### config.mk
export PLATFORM = sky130hd
export DESIGN_NAME = ack_wait_tracker
export DESIGN_NICKNAME = d
export VERILOG_FILES = /design/src/rtl/ackw_pkg.sv /design/src/rtl/ackw_limit_calc.sv /design/src/rtl/ackw_wait_counter.sv /design/src/rtl/ackw_outcome.sv /design/src/rtl/ack_wait_tracker.sv
export SDC_FILE = /design/constraint.sdc
export NUM_CORES = 1
export LEC_CHECK = 0
export BUFFER_PORTS_ARGS = -buffer_cell sky130_fd_sc_hd__buf_2
export CAP_MARGIN = 25
export CORE_UTILIZATION = 46
export DETAILED_ROUTE_END_ITERATION = 10
export PLACE_DENSITY = 0.65
export SLEW_MARGIN = 20
export SYNTH_ARGS = -nofsm -noshare
export SYNTH_HDL_FRONTEND = slang
export SYNTH_SLANG_ARGS = --single-unit
### constraint.sdc
create_clock -name clk -period 2.4 [get_ports clk]
set_input_delay 0.12 -clock clk [delete_from_list [all_inputs] [get_ports clk]]
set_output_delay 0.12 -clock clk [all_outputs]
set_load 0.05 [all_outputs]
### src/rtl/ackw_pkg.sv
package ackw_pkg;
  typedef enum logic [1:0] {
    KIND_FIRST  = 2'd0,
    KIND_SECOND = 2'd1,
    KIND_THIRD  = 2'd2
  } msg_kind_e;

  function automatic int unsigned cnt_width(input int unsigned ticks, input int unsigned ms_w);
    return $clog2(((1 << ms_w) - 1) * ticks + 1);
  endfunction
endpackage

### src/rtl/ackw_limit_calc.sv
module ackw_limit_calc #(
  parameter int unsigned TICKS_PER_MS = 1000,
  parameter int unsigned MS_W         = 2,
  parameter int unsigned CNT_W        = 12
) (
  input  logic [MS_W-1:0]  ms_in,
  output logic [CNT_W-1:0] ticks_out
);
  logic [MS_W-1:0] ms_eff;

  // zero is read as the smallest legal limit
  always_comb begin
    ms_eff    = (ms_in == '0) ? MS_W'(1) : ms_in;
    ticks_out = CNT_W'(ms_eff) * CNT_W'(TICKS_PER_MS);
  end
endmodule

### src/rtl/ackw_wait_counter.sv
module ackw_wait_counter #(
  parameter int unsigned CNT_W = 12
) (
  input  logic             clk,
  input  logic             rst_n,
  input  logic             load,
  input  logic [CNT_W-1:0] limit_in,
  input  logic             stop,
  output logic             running,
  output logic             expire
);
  logic [CNT_W-1:0] cnt_q;
  logic [CNT_W-1:0] lim_q;

  assign expire = running && (cnt_q == lim_q - CNT_W'(1));

  always_ff @(posedge clk or negedge rst_n) begin
    if (!rst_n) begin
      running <= 1'b0;
      cnt_q   <= '0;
      lim_q   <= '0;
    end else if (load) begin
      running <= 1'b1;
      cnt_q   <= '0;
      lim_q   <= limit_in;
    end else if (running) begin
      if (stop || expire) begin
        running <= 1'b0;
        cnt_q   <= '0;
      end else begin
        cnt_q <= cnt_q + CNT_W'(1);
      end
    end
  end

  // the count stays below the limit latched for this message
  p_cnt_below_limit_r4: assert property (@(posedge clk) disable iff (!rst_n)
    running |-> (cnt_q < lim_q));

  // each load restarts a fresh wait from zero
  p_load_restarts_r10: assert property (@(posedge clk) disable iff (!rst_n)
    load |=> (running && cnt_q == '0));

  // the latched limit holds while a message waits
  p_limit_held_r9: assert property (@(posedge clk) disable iff (!rst_n)
    (running && $past(running) && !$past(load)) |-> $stable(lim_q));
endmodule

### src/rtl/ackw_outcome.sv
module ackw_outcome (
  input  logic clk,
  input  logic rst_n,
  input  logic running,
  input  logic expire,
  input  logic ack_in,
  output logic done_pulse,
  output logic timeout_pulse,
  output logic late_ack_pulse
);
  always_ff @(posedge clk or negedge rst_n) begin
    if (!rst_n) begin
      done_pulse     <= 1'b0;
      timeout_pulse  <= 1'b0;
      late_ack_pulse <= 1'b0;
    end else begin
      // an ack on the expiry cycle wins over the timeout
      done_pulse     <= running && ack_in;
      timeout_pulse  <= expire && !ack_in;
      late_ack_pulse <= timeout_pulse && ack_in;
    end
  end

  // outcome pulses never overlap
  p_pulses_exclusive_r12: assert property (@(posedge clk) disable iff (!rst_n)
    $onehot0({done_pulse, timeout_pulse, late_ack_pulse}));

  // a late pulse only follows a timeout
  p_late_after_timeout_r7: assert property (@(posedge clk) disable iff (!rst_n)
    $rose(late_ack_pulse) |-> $past(timeout_pulse));

  // a timeout pulse lasts one cycle
  p_timeout_single_r12: assert property (@(posedge clk) disable iff (!rst_n)
    timeout_pulse |=> !timeout_pulse);
endmodule

### src/rtl/ack_wait_tracker.sv
module ack_wait_tracker #(
  parameter int unsigned TICKS_PER_MS = 1000,
  parameter int unsigned MS_W         = 2,
  parameter int unsigned KIND_W       = 2
) (
  input  logic              clk,
  input  logic              rst_n,
  input  logic              req_valid,
  output logic              req_ready,
  input  logic [KIND_W-1:0] req_kind,
  input  logic [MS_W-1:0]   limit_ms,
  input  logic              ack_in,
  output logic              send_pulse,
  output logic [KIND_W-1:0] send_kind,
  output logic              done_pulse,
  output logic              timeout_pulse,
  output logic              late_ack_pulse
);
  import ackw_pkg::*;

  localparam int unsigned CNT_W = cnt_width(TICKS_PER_MS, MS_W);

  logic [CNT_W-1:0] limit_ticks;
  logic             running;
  logic             expire;
  logic             accept;

  assign req_ready = !running;
  assign accept    = req_valid && req_ready;

  ackw_limit_calc #(
    .TICKS_PER_MS(TICKS_PER_MS),
    .MS_W(MS_W),
    .CNT_W(CNT_W)
  ) u_limit (
    .ms_in(limit_ms),
    .ticks_out(limit_ticks)
  );

  ackw_wait_counter #(
    .CNT_W(CNT_W)
  ) u_counter (
    .clk(clk),
    .rst_n(rst_n),
    .load(accept),
    .limit_in(limit_ticks),
    .stop(ack_in),
    .running(running),
    .expire(expire)
  );

  ackw_outcome u_outcome (
    .clk(clk),
    .rst_n(rst_n),
    .running(running),
    .expire(expire),
    .ack_in(ack_in),
    .done_pulse(done_pulse),
    .timeout_pulse(timeout_pulse),
    .late_ack_pulse(late_ack_pulse)
  );

  always_ff @(posedge clk or negedge rst_n) begin
    if (!rst_n) begin
      send_pulse <= 1'b0;
      send_kind  <= '0;
    end else begin
      send_pulse <= accept;
      if (accept) send_kind <= req_kind;
    end
  end

  // the input stays closed while a send is in flight
  p_busy_on_send_r2: assert property (@(posedge clk) disable iff (!rst_n)
    send_pulse |-> !req_ready);

  // a timeout reports an idle block
  p_idle_on_timeout_r4: assert property (@(posedge clk) disable iff (!rst_n)
    timeout_pulse |-> req_ready);

  // a send strobe lasts one cycle, since the next take needs an idle block
  p_send_single_r1: assert property (@(posedge clk) disable iff (!rst_n)
    send_pulse |=> !send_pulse);
endmodule

; After elaboration in Yosys (flattened, before gate mapping)
; Index checks and enable logic that the tools add are counted.
; Widths: inputs -> output; s select.
[op_classes]
addsub = 2
mul = 1
n_eq_ne = 1
muxes = 7
reduce_logical = 10
[ops]
columns = op, count
row1 = $mux 12, 3
row2 = $add 12x1->12 const B, 1
row3 = $eq 12x12->1, 1
row4 = $sub 12x1->12 const B, 1
row5 = $mul 2x7->9 const B, 1
row6 = $logic_and 1x1->1, 5
row7 = $mux 1, 3
row8 = $logic_not 1->1, 2
row9 = $logic_not 2->1, 1
row10 = $mux 2, 1
row11 = $reduce_bool 2->1, 1
row12 = $logic_or 1x1->1, 1
[word_totals]
regBits = 28
out_inout_bits = 7
elab_cells = 29

; Depth between registers and ports, before layout
; Gate-level depths: netlist of the first run.
[logic_depth]
ltp_word = 7
depth_mapped = 9

; Cells and area by module
; From an unflattened synthesis of the first run, not the netlist that was laid out.
[hier_totals]
hier_cells = 207
hier_area_um2 = 1975.6
[by_module_without_submodules]
columns = module, instances, cells_each, area_each_um2, seq_area_each_um2
row1 = ackw_wait_counter, 1, 180, 1672.9, 625.6
row2 = ack_wait_tracker, 1, 7, 122.6, 75.1
row3 = ackw_outcome, 1, 6, 93.8, 75.1
row4 = ackw_limit_calc, 1, 14, 86.3, 0.0

; Worst setup path after synthesis of the first run
; Ideal clock, no wire load.
[synth_timing]
path_kind = reg-to-reg
from = register u_counter.lim_q[5]
to = register u_counter.cnt_q[6]
setup_ns = 0.124
arrival_time_ns = 1.999
slack_ns = 0.277
stages_incl_launch_ff = 10
period_less_slack_ns = 2.123
path_cell_list = dfrtp_1 > inv_1 > ha_1 > nand2b_1 > o211a_1 > o31a_1 > o31ai_2 > buf_6 > nor3_2 > a211o_1
[synth_via]
elab_chain_len = 7
[synth_rtl]
columns = item, line_no
row1 = start: declaration, ackw_wait_counter.sv:13  ; logic [CNT_W-1:0] lim_q;
row2 = start signal: assignment, ackw_wait_counter.sv:25  ; lim_q <= limit_in;
row3 = $sub 12x1->12, ackw_wait_counter.sv:15  ; assign expire = running && (cnt_q == lim_q - CNT_W'(1));
row4 = $eq 12x12->1, ackw_wait_counter.sv:15
row5 = $logic_and 1x1->1, ackw_wait_counter.sv:15
row6 = $logic_or 1x1->1, ackw_wait_counter.sv:27  ; if (stop || expire) begin
row7 = $mux 12, ackw_wait_counter.sv:27
row8 = $mux 12, ackw_wait_counter.sv:26  ; end else if (running) begin
row9 = $mux 12, ackw_wait_counter.sv:22  ; end else if (load) begin
row10 = end signal: assignment, ackw_wait_counter.sv:31  ; cnt_q <= cnt_q + CNT_W'(1);
row11 = end: declaration, ackw_wait_counter.sv:12  ; logic [CNT_W-1:0] cnt_q;
; No other way between the ends. The select of a mux whose other input is x is not followed.
; A chain may end at the register's enable or synchronous reset.

; Final worst setup path of the first run
; Same ends and word-level chain as after synthesis.

==> flow_metrics.tcl, run 1 <==
set metrics [dict create \
    status "finished, final reports clean" \
    vias 1030 \
    design_area_mm2 0.001485 \
    ir_drop_mv 0.5817 \
    cts.sinks 25 \
    setup_viol 0 \
    hp-class "input port to flop" \
    clk_latency_ns 0.31 \
    start_util_pct 50.63 \
    cp-start-kind "flop" \
    power_density_mw_per_mm2 591.9 \
    syn-cell-area_mm2 0.001300 \
    cts_tree "built" \
    drc 0 \
    dieHeight_um 55.16 \
    die_x_um 55.16 \
    ioPinCount 15 \
    worstSetupPathType "flop to flop" \
    end_kind "flop" \
    grt.busiest_layer "met2" \
    dieArea_mm2 0.003043 \
    slew_headroom_pct 53.25 \
    period_minus_slack_ns 2.233 \
    htree_levels 1 \
    synth_seq_cells 25 \
    grt_pass1_wl_mm 4.140 \
    switching_share_pct 32.40 \
    via_per_inst 5.628 \
    gp_congestion 0.8369 \
    track_usage_pct 19.82 \
    synth_cells 131 \
    synth_top_area_share_pct 48.12 \
    max_freq_mhz 447.8 \
    synth_nets 142 \
    slew_violations 0 \
    grt_use_met1_pct 27.12 \
    cts.clk_slew.worst_paths_ns 0.13 \
    yosysTopAreaCell "dfrtp_1" \
    synth_cell_types 33 \
    avgRoutedWirePerCell_um 14.85 \
    tightest_slew_ns 0.6987 \
    fin_skew_ns 0.003321 \
    final_cell_mix "24 x dfrtp_1, 18 x nand2_1, 14 x buf_2, 9 x inv_1, 8 x nor2_1" \
    met3_usage_pct 3.552 \
    power_frac_seq_pct 54.5 \
    seq_area_frac_synth_pct 48.12 \
    numCtsBuffers 3 \
    fin_ws_ns 0.1667 \
    grt_start_max_net_pins 26 \
    rows 18 \
    cts_root_buf "clkbuf_4" \
    antenna_left 0 \
    met2_usage_pct 31.53 \
    core_area_mm2 0.002567 \
    async_flop_share_pct 100.0 \
    synth_ff_type "dfrtp_1" \
    dp_cells 174 \
    drive_gt1_share_pct 20.92 \
    p_switching_w 0.0002848 \
    clkPwrFrac_pct 21.2 \
    synth_area_leaders "dfrtp_1 48%, nand2_1 5.2%, xnor2_1 4.0%" \
    finalCritPeriodShare_pct 93.05 \
    routed_wirelength_mm 2.718 \
    syn_area_per_cell_um2 9.924 \
    critical_path_arrival_ns 2.44 \
    ys_warn_count 0 \
    drtIter0Drc 20 \
    post_dp_cell_area_mm2 0.001391 \
    final_common_cell "dfrtp_1" \
    worstPathRequired_ns 2.61 \
    synth_edf_count 0 \
    grt.overflow.total 0 \
    portBuffers 14 \
    rsz0062_at_grt "no" \
    whs_ns 0.04302 \
    leakagePower_nw 0.7269 \
    p_comb_share_pct 24.3 \
    internal-power_w 0.0005943 \
    drv_cap 0 \
    drtPass1Iterations 4 \
    final_cells 183 \
    crit_fanout 12 \
    grt_pass1_vias 931 \
    antenna_found_initial 0 \
    cts.path.max_buffers 2 \
    num-nets-final 165 \
    hpwl_mm 1.901 \
    syn2layout_area_growth_pct 14.24 \
    pre_cts_slack_ns 0.1085 \
    antenna_cells 0 \
    fin_tns_setup_ns 0 \
    finalHoldViolCount 0 \
]
critical path, cell delays in order (launching register included):
cell	delay [ns]
dfrtp_2	0.42
inv_1	0.11
ha_2	0.22
nand2b_1	0.08
o211a_1	0.21
o31a_1	0.32
o31ai_2	0.23
buf_4	0.22
nor3_2	0.06
a211o_1	0.27
metrics by stage:
stage / power [W] / util, %
global placement: 0.0006790 / 54.19
detailed placement: 0.0006823 / 54.19
floorplan: 0.0006260 / -
CTS: 0.0008755 / 56.77
global route: 0.0009205 / 57.85
finish: 0.0008791 / 57.85
registers in the layout (all words and copies together) (netlist names):
register	count
send_pulse	1
u_counter.lim_q	6
u_outcome.done_pulse	1
u_counter.running	1
send_kind	2
u_outcome.late_ack_pulse	1
u_counter.cnt_q	12
u_outcome.timeout_pulse	1
worst paths after layout:
check	startpoint	endpoint	cells after the start	slack, ns
max	u_counter.lim_q[5]	u_counter.cnt_q[6]	9	0.17
min	limit_ms[1]	u_counter.lim_q[4]	3	0.04
max in group asynchronous	rst_n	u_counter.lim_q[5]	2	1.68
max reg2reg	u_counter.lim_q[5]	u_counter.cnt_q[6]	9	0.17
min in group asynchronous	rst_n	u_counter.cnt_q[2]	2	0.32
min reg2reg	send_kind[0]	send_kind[0]	2	0.49
synthesized netlist by cell type, types with 3 or more instances:
cell      n
dfrtp_1  25
a32o_1    4
or3_2     5
a31oi_1   4
nand2_1  18
inv_1     9
nor2_1    8
nand3_1   5
nor4_1    3
xnor2_1   6
a21o_1    3
and2_1    3
o21ai_0   6
xor2_1    5
ha_1      3
timing repair:
action                     4_1_cts  5_1_grt
setup buffers                    0        1
hold endpoints to repair        28        0
setup endpoints to repair        0        8
hold buffers                     4        0
resized for setup                0        5
final cells by class:
class	instances	area (um^2)
tap	30	37.54
fill	237	1082
clock buffer	4	26.28
multi-input combinational	94	628.1
timing repair buffer	21	132.6
sequential	25	626.9
inverter	9	33.78
per-layer routing:
| metal | wire [um] | part of all wire [%] |
|---|---|---|
| met1 | 1286 | 47 |
| met2 | 1319 | 49 |
| met3 | 96 | 3.5 |
| met4 | 15 | 0.55 |
| met5 | 0 | 0 |
power by group through the flow:
| stage | Clock (W) | Sequential [W] | Combinational, W |
|---|---|---|---|
| after floorplan | 0 | 0.000519 | 0.000107 |
| after global placement | 0 | 0.000486 | 0.000193 |
| after detailed placement | 0 | 0.000487 | 0.000195 |
| after CTS | 0.000195 | 0.000479 | 0.000201 |
| after global routing | 0.000204 | 0.000483 | 0.000233 |
| final | 0.000186 | 0.000479 | 0.000214 |
kinds of logic after synthesis:
logic type,synth area share [%]
AO/OA/AOI/OAI,15.59
buffers and inverters,5.004
flip-flops,48.12
XOR/XNOR,7.411
adder cells (fa/ha/maj),2.888
AND/OR/NAND/NOR,20.98
Power figures use the tool's default switching activity.
==> run 2, diff against run 1 <==
--- a/config.mk
+++ b/config.mk
@@ -9,6 +9,7 @@
 export CAP_MARGIN = 25
 export CORE_UTILIZATION = 46
 export DETAILED_ROUTE_END_ITERATION = 10
+export MAX_ROUTING_LAYER = met4
 export PLACE_DENSITY = 0.65
 export SLEW_MARGIN = 20
 export SYNTH_ARGS = -nofsm -noshare
==> constraint.sdc (replaced) <==
create_clock -name clk -period 2.9 [get_ports clk]
set_input_delay 0.145 -clock clk [delete_from_list [all_inputs] [get_ports clk]]
set_output_delay 0.145 -clock clk [all_outputs]
set_load 0.05 [all_outputs]
==> run 2 against run 1 <==
Net effect: register-to-register slack improved by 0.45 ns; non-clock buffer count decreased by 3; first-iteration DRC count increased by 55%; power decreased by 19%; die area unchanged; final cell count decreased by 1.6%; via count decreased by 1.8%; final area decreased by 3.2%; global-route usage increased by 0.29 points; largest cell class is now sequential cells; critical path depth decreased by 1; sequential cell count unchanged; hold slack got worse by 0.027 ns.
==> flow_metrics.tcl, run 2 (same netlist as run 1, synthesis figures left out) <==
set metrics [dict create \
    largest_reg_flops 12 \
    final_common_cell "dfrtp_1" \
    drtPass1Iterations 4 \
    clk_latency_ns 0.31 \
    worstSetupPathType "flop to flop" \
    grt.overflow.total 0 \
    cp-start-kind "flop" \
    start_util_pct 50.63 \
    num-fill-cells 230 \
    num-nets-final 162 \
    startpoint "u_counter.lim_q[5]" \
    clkPwrFrac_pct 22.0 \
    cpPeakStageDelay_ns 0.54 \
    largest-register "u_counter.cnt_q" \
    cts.sinks 25 \
    grt_pass1_vias 907 \
    finalCritPeriodShare_pct 78.89 \
    slew_headroom_pct 52.99 \
    final_cells 180 \
    drive_gt1_share_pct 18.00 \
    hpwl_mm 1.865 \
    fin_tns_setup_ns 0 \
    portBuffers 14 \
    tightest_slew_ns 0.7026 \
    drv_cap 0 \
    power_density_mw_per_mm2 497.6 \
    die_x_um 55.16 \
    grt_start_max_net_pins 26 \
    antenna_left 0 \
    cts_root_buf "clkbuf_4" \
    vias 1011 \
    switching_share_pct 32.32 \
    final_cell_mix "25 x dfrtp_1, 18 x nand2_1, 14 x buf_2, 9 x inv_1, 8 x nor2_1" \
    crit_family "compound AO/OA/AOI/OAI gates" \
    hp-class "input port to flop" \
    r2r_start "u_counter.lim_q[5]" \
    cts.clk_slew.worst_paths_ns 0.13 \
    rsz0062_at_grt "no" \
    r2r_slack_ns 0.61 \
    cts_tree "built" \
    end_kind "flop" \
    antenna_found_initial 0 \
    p_switching_w 0.0002312 \
    crit_fanout 9 \
    whs_ns 0.01613 \
    fin_skew_ns 0.005138 \
    dieHeight_um 55.16 \
    core_area_mm2 0.002567 \
    grt_pass1_wl_mm 4.181 \
    pre_cts_slack_ns 0.6125 \
    worstHoldStart "req_kind[0]" \
    period_minus_slack_ns 2.288 \
    ir_drop_mv 0.3154 \
    worstPathRequired_ns 3.10 \
    avgRoutedWirePerCell_um 13.95 \
    cts.path.max_buffers 2 \
    drtIter0Drc 31 \
    rows 18 \
    via_per_inst 5.617 \
    dieArea_mm2 0.003043 \
    fin_ws_ns 0.6121 \
    numCtsBuffers 3 \
    critical_path_arrival_ns 2.49 \
    syn2layout_area_growth_pct 10.59 \
    routed_wirelength_mm 2.511 \
    slew_violations 0 \
    largestRegisters "u_counter.cnt_q x12, u_counter.lim_q x6, send_kind x2" \
    status "finished, final reports clean" \
    htree_levels 1 \
    setup_viol 0 \
    internal-power_w 0.0004842 \
    track_usage_pct 20.11 \
    antenna_cells 0 \
    cts_setup_buffers 0 \
    power_frac_seq_pct 55.4 \
    p_comb_share_pct 22.6 \
    dp_cells 174 \
    slowest_stage "or3_1" \
    ioPinCount 15 \
    max_freq_mhz 437.1 \
    drc 0 \
    leakagePower_nw 0.7035 \
    gp_congestion 0.8833 \
    finalHoldViolCount 0 \
    cp_cell_sequence "inv_1, ha_1, nand2b_1, o211a_1, o31a_1, or3_1, a31oi_1, o21ai_0" \
    cp.buffers_inverters 1 \
]
-- run 2: repair_timing --
item / in CTS / in global routing
endpoints found under the setup margin: 0 / 0
hold endpoints to repair: 26 / 0
resized for setup: 0 / 0
hold buffers: 2 / 0
-- run 2: metrics by stage --
stage / util, % / area [um^2] / power [W]
6_report: 55.99 / 1438 / 0.0007154
2_1_floorplan: - / 1300 / 0.0005181
4_1_cts: 55.99 / 1438 / 0.0007240
3_3_place_gp: 54.19 / 1391 / 0.0005617
5_1_grt: 55.99 / 1438 / 0.0007514
3_5_place_dp: 54.19 / 1391 / 0.0005649
-- run 2: tightest hold or removal path: cells and delay by family --
family        cells  cell delay (ns)
buf+inv           1             0.07
simple gates      2             0.09
-- run 2: power by group through the flow --
stage | clock [W] | sequential [W] | combinational, W
2_1_floorplan | 0 | 0.000430 | 0.0000882
5_1_grt | 0.000172 | 0.000401 | 0.000178
4_1_cts | 0.000163 | 0.000397 | 0.000164
3_3_place_gp | 0 | 0.000403 | 0.000159
3_5_place_dp | 0 | 0.000403 | 0.000161
6_report | 0.000157 | 0.000397 | 0.000162
-- run 2: final timing paths --
| path | endpoint | depth (start not counted) |
|---|---|---|
| max in group asynchronous | u_counter.lim_q[10] | 2 |
| min in group asynchronous | u_counter.cnt_q[4] | 2 |
| worst min register to register | send_kind[1] | 2 |
| worst max register to register | u_counter.cnt_q[11] | 8 |
| worst min-delay path | send_kind[0] | 3 |
| worst max-delay path | u_counter.cnt_q[11] | 8 |
-- run 2: final cells by class --
class | instances | area, um^2 | area share [%]
clock buffer | 4 | 26.28 | 1.828
inverter | 9 | 33.78 | 2.350
multi-input combinational | 94 | 609.3 | 42.38
sequential | 25 | 625.6 | 43.52
tap | 30 | 37.54 | 2.611
timing repair buffer | 18 | 105.1 | 7.311
-- run 2: metal layers --
| metal | global-route usage (%) | up-vias | wire (um) |
|---|---|---|---|
| met3 | 3.279 | 5 | 74 |
| met1 | 28.42 | 486 | 1270 |
| li1 | - | 501 | - |
| met4 | 5.000 | 0 | 25 |
| met5 | - | - | 0 |
| met2 | 30.12 | 19 | 1140 |
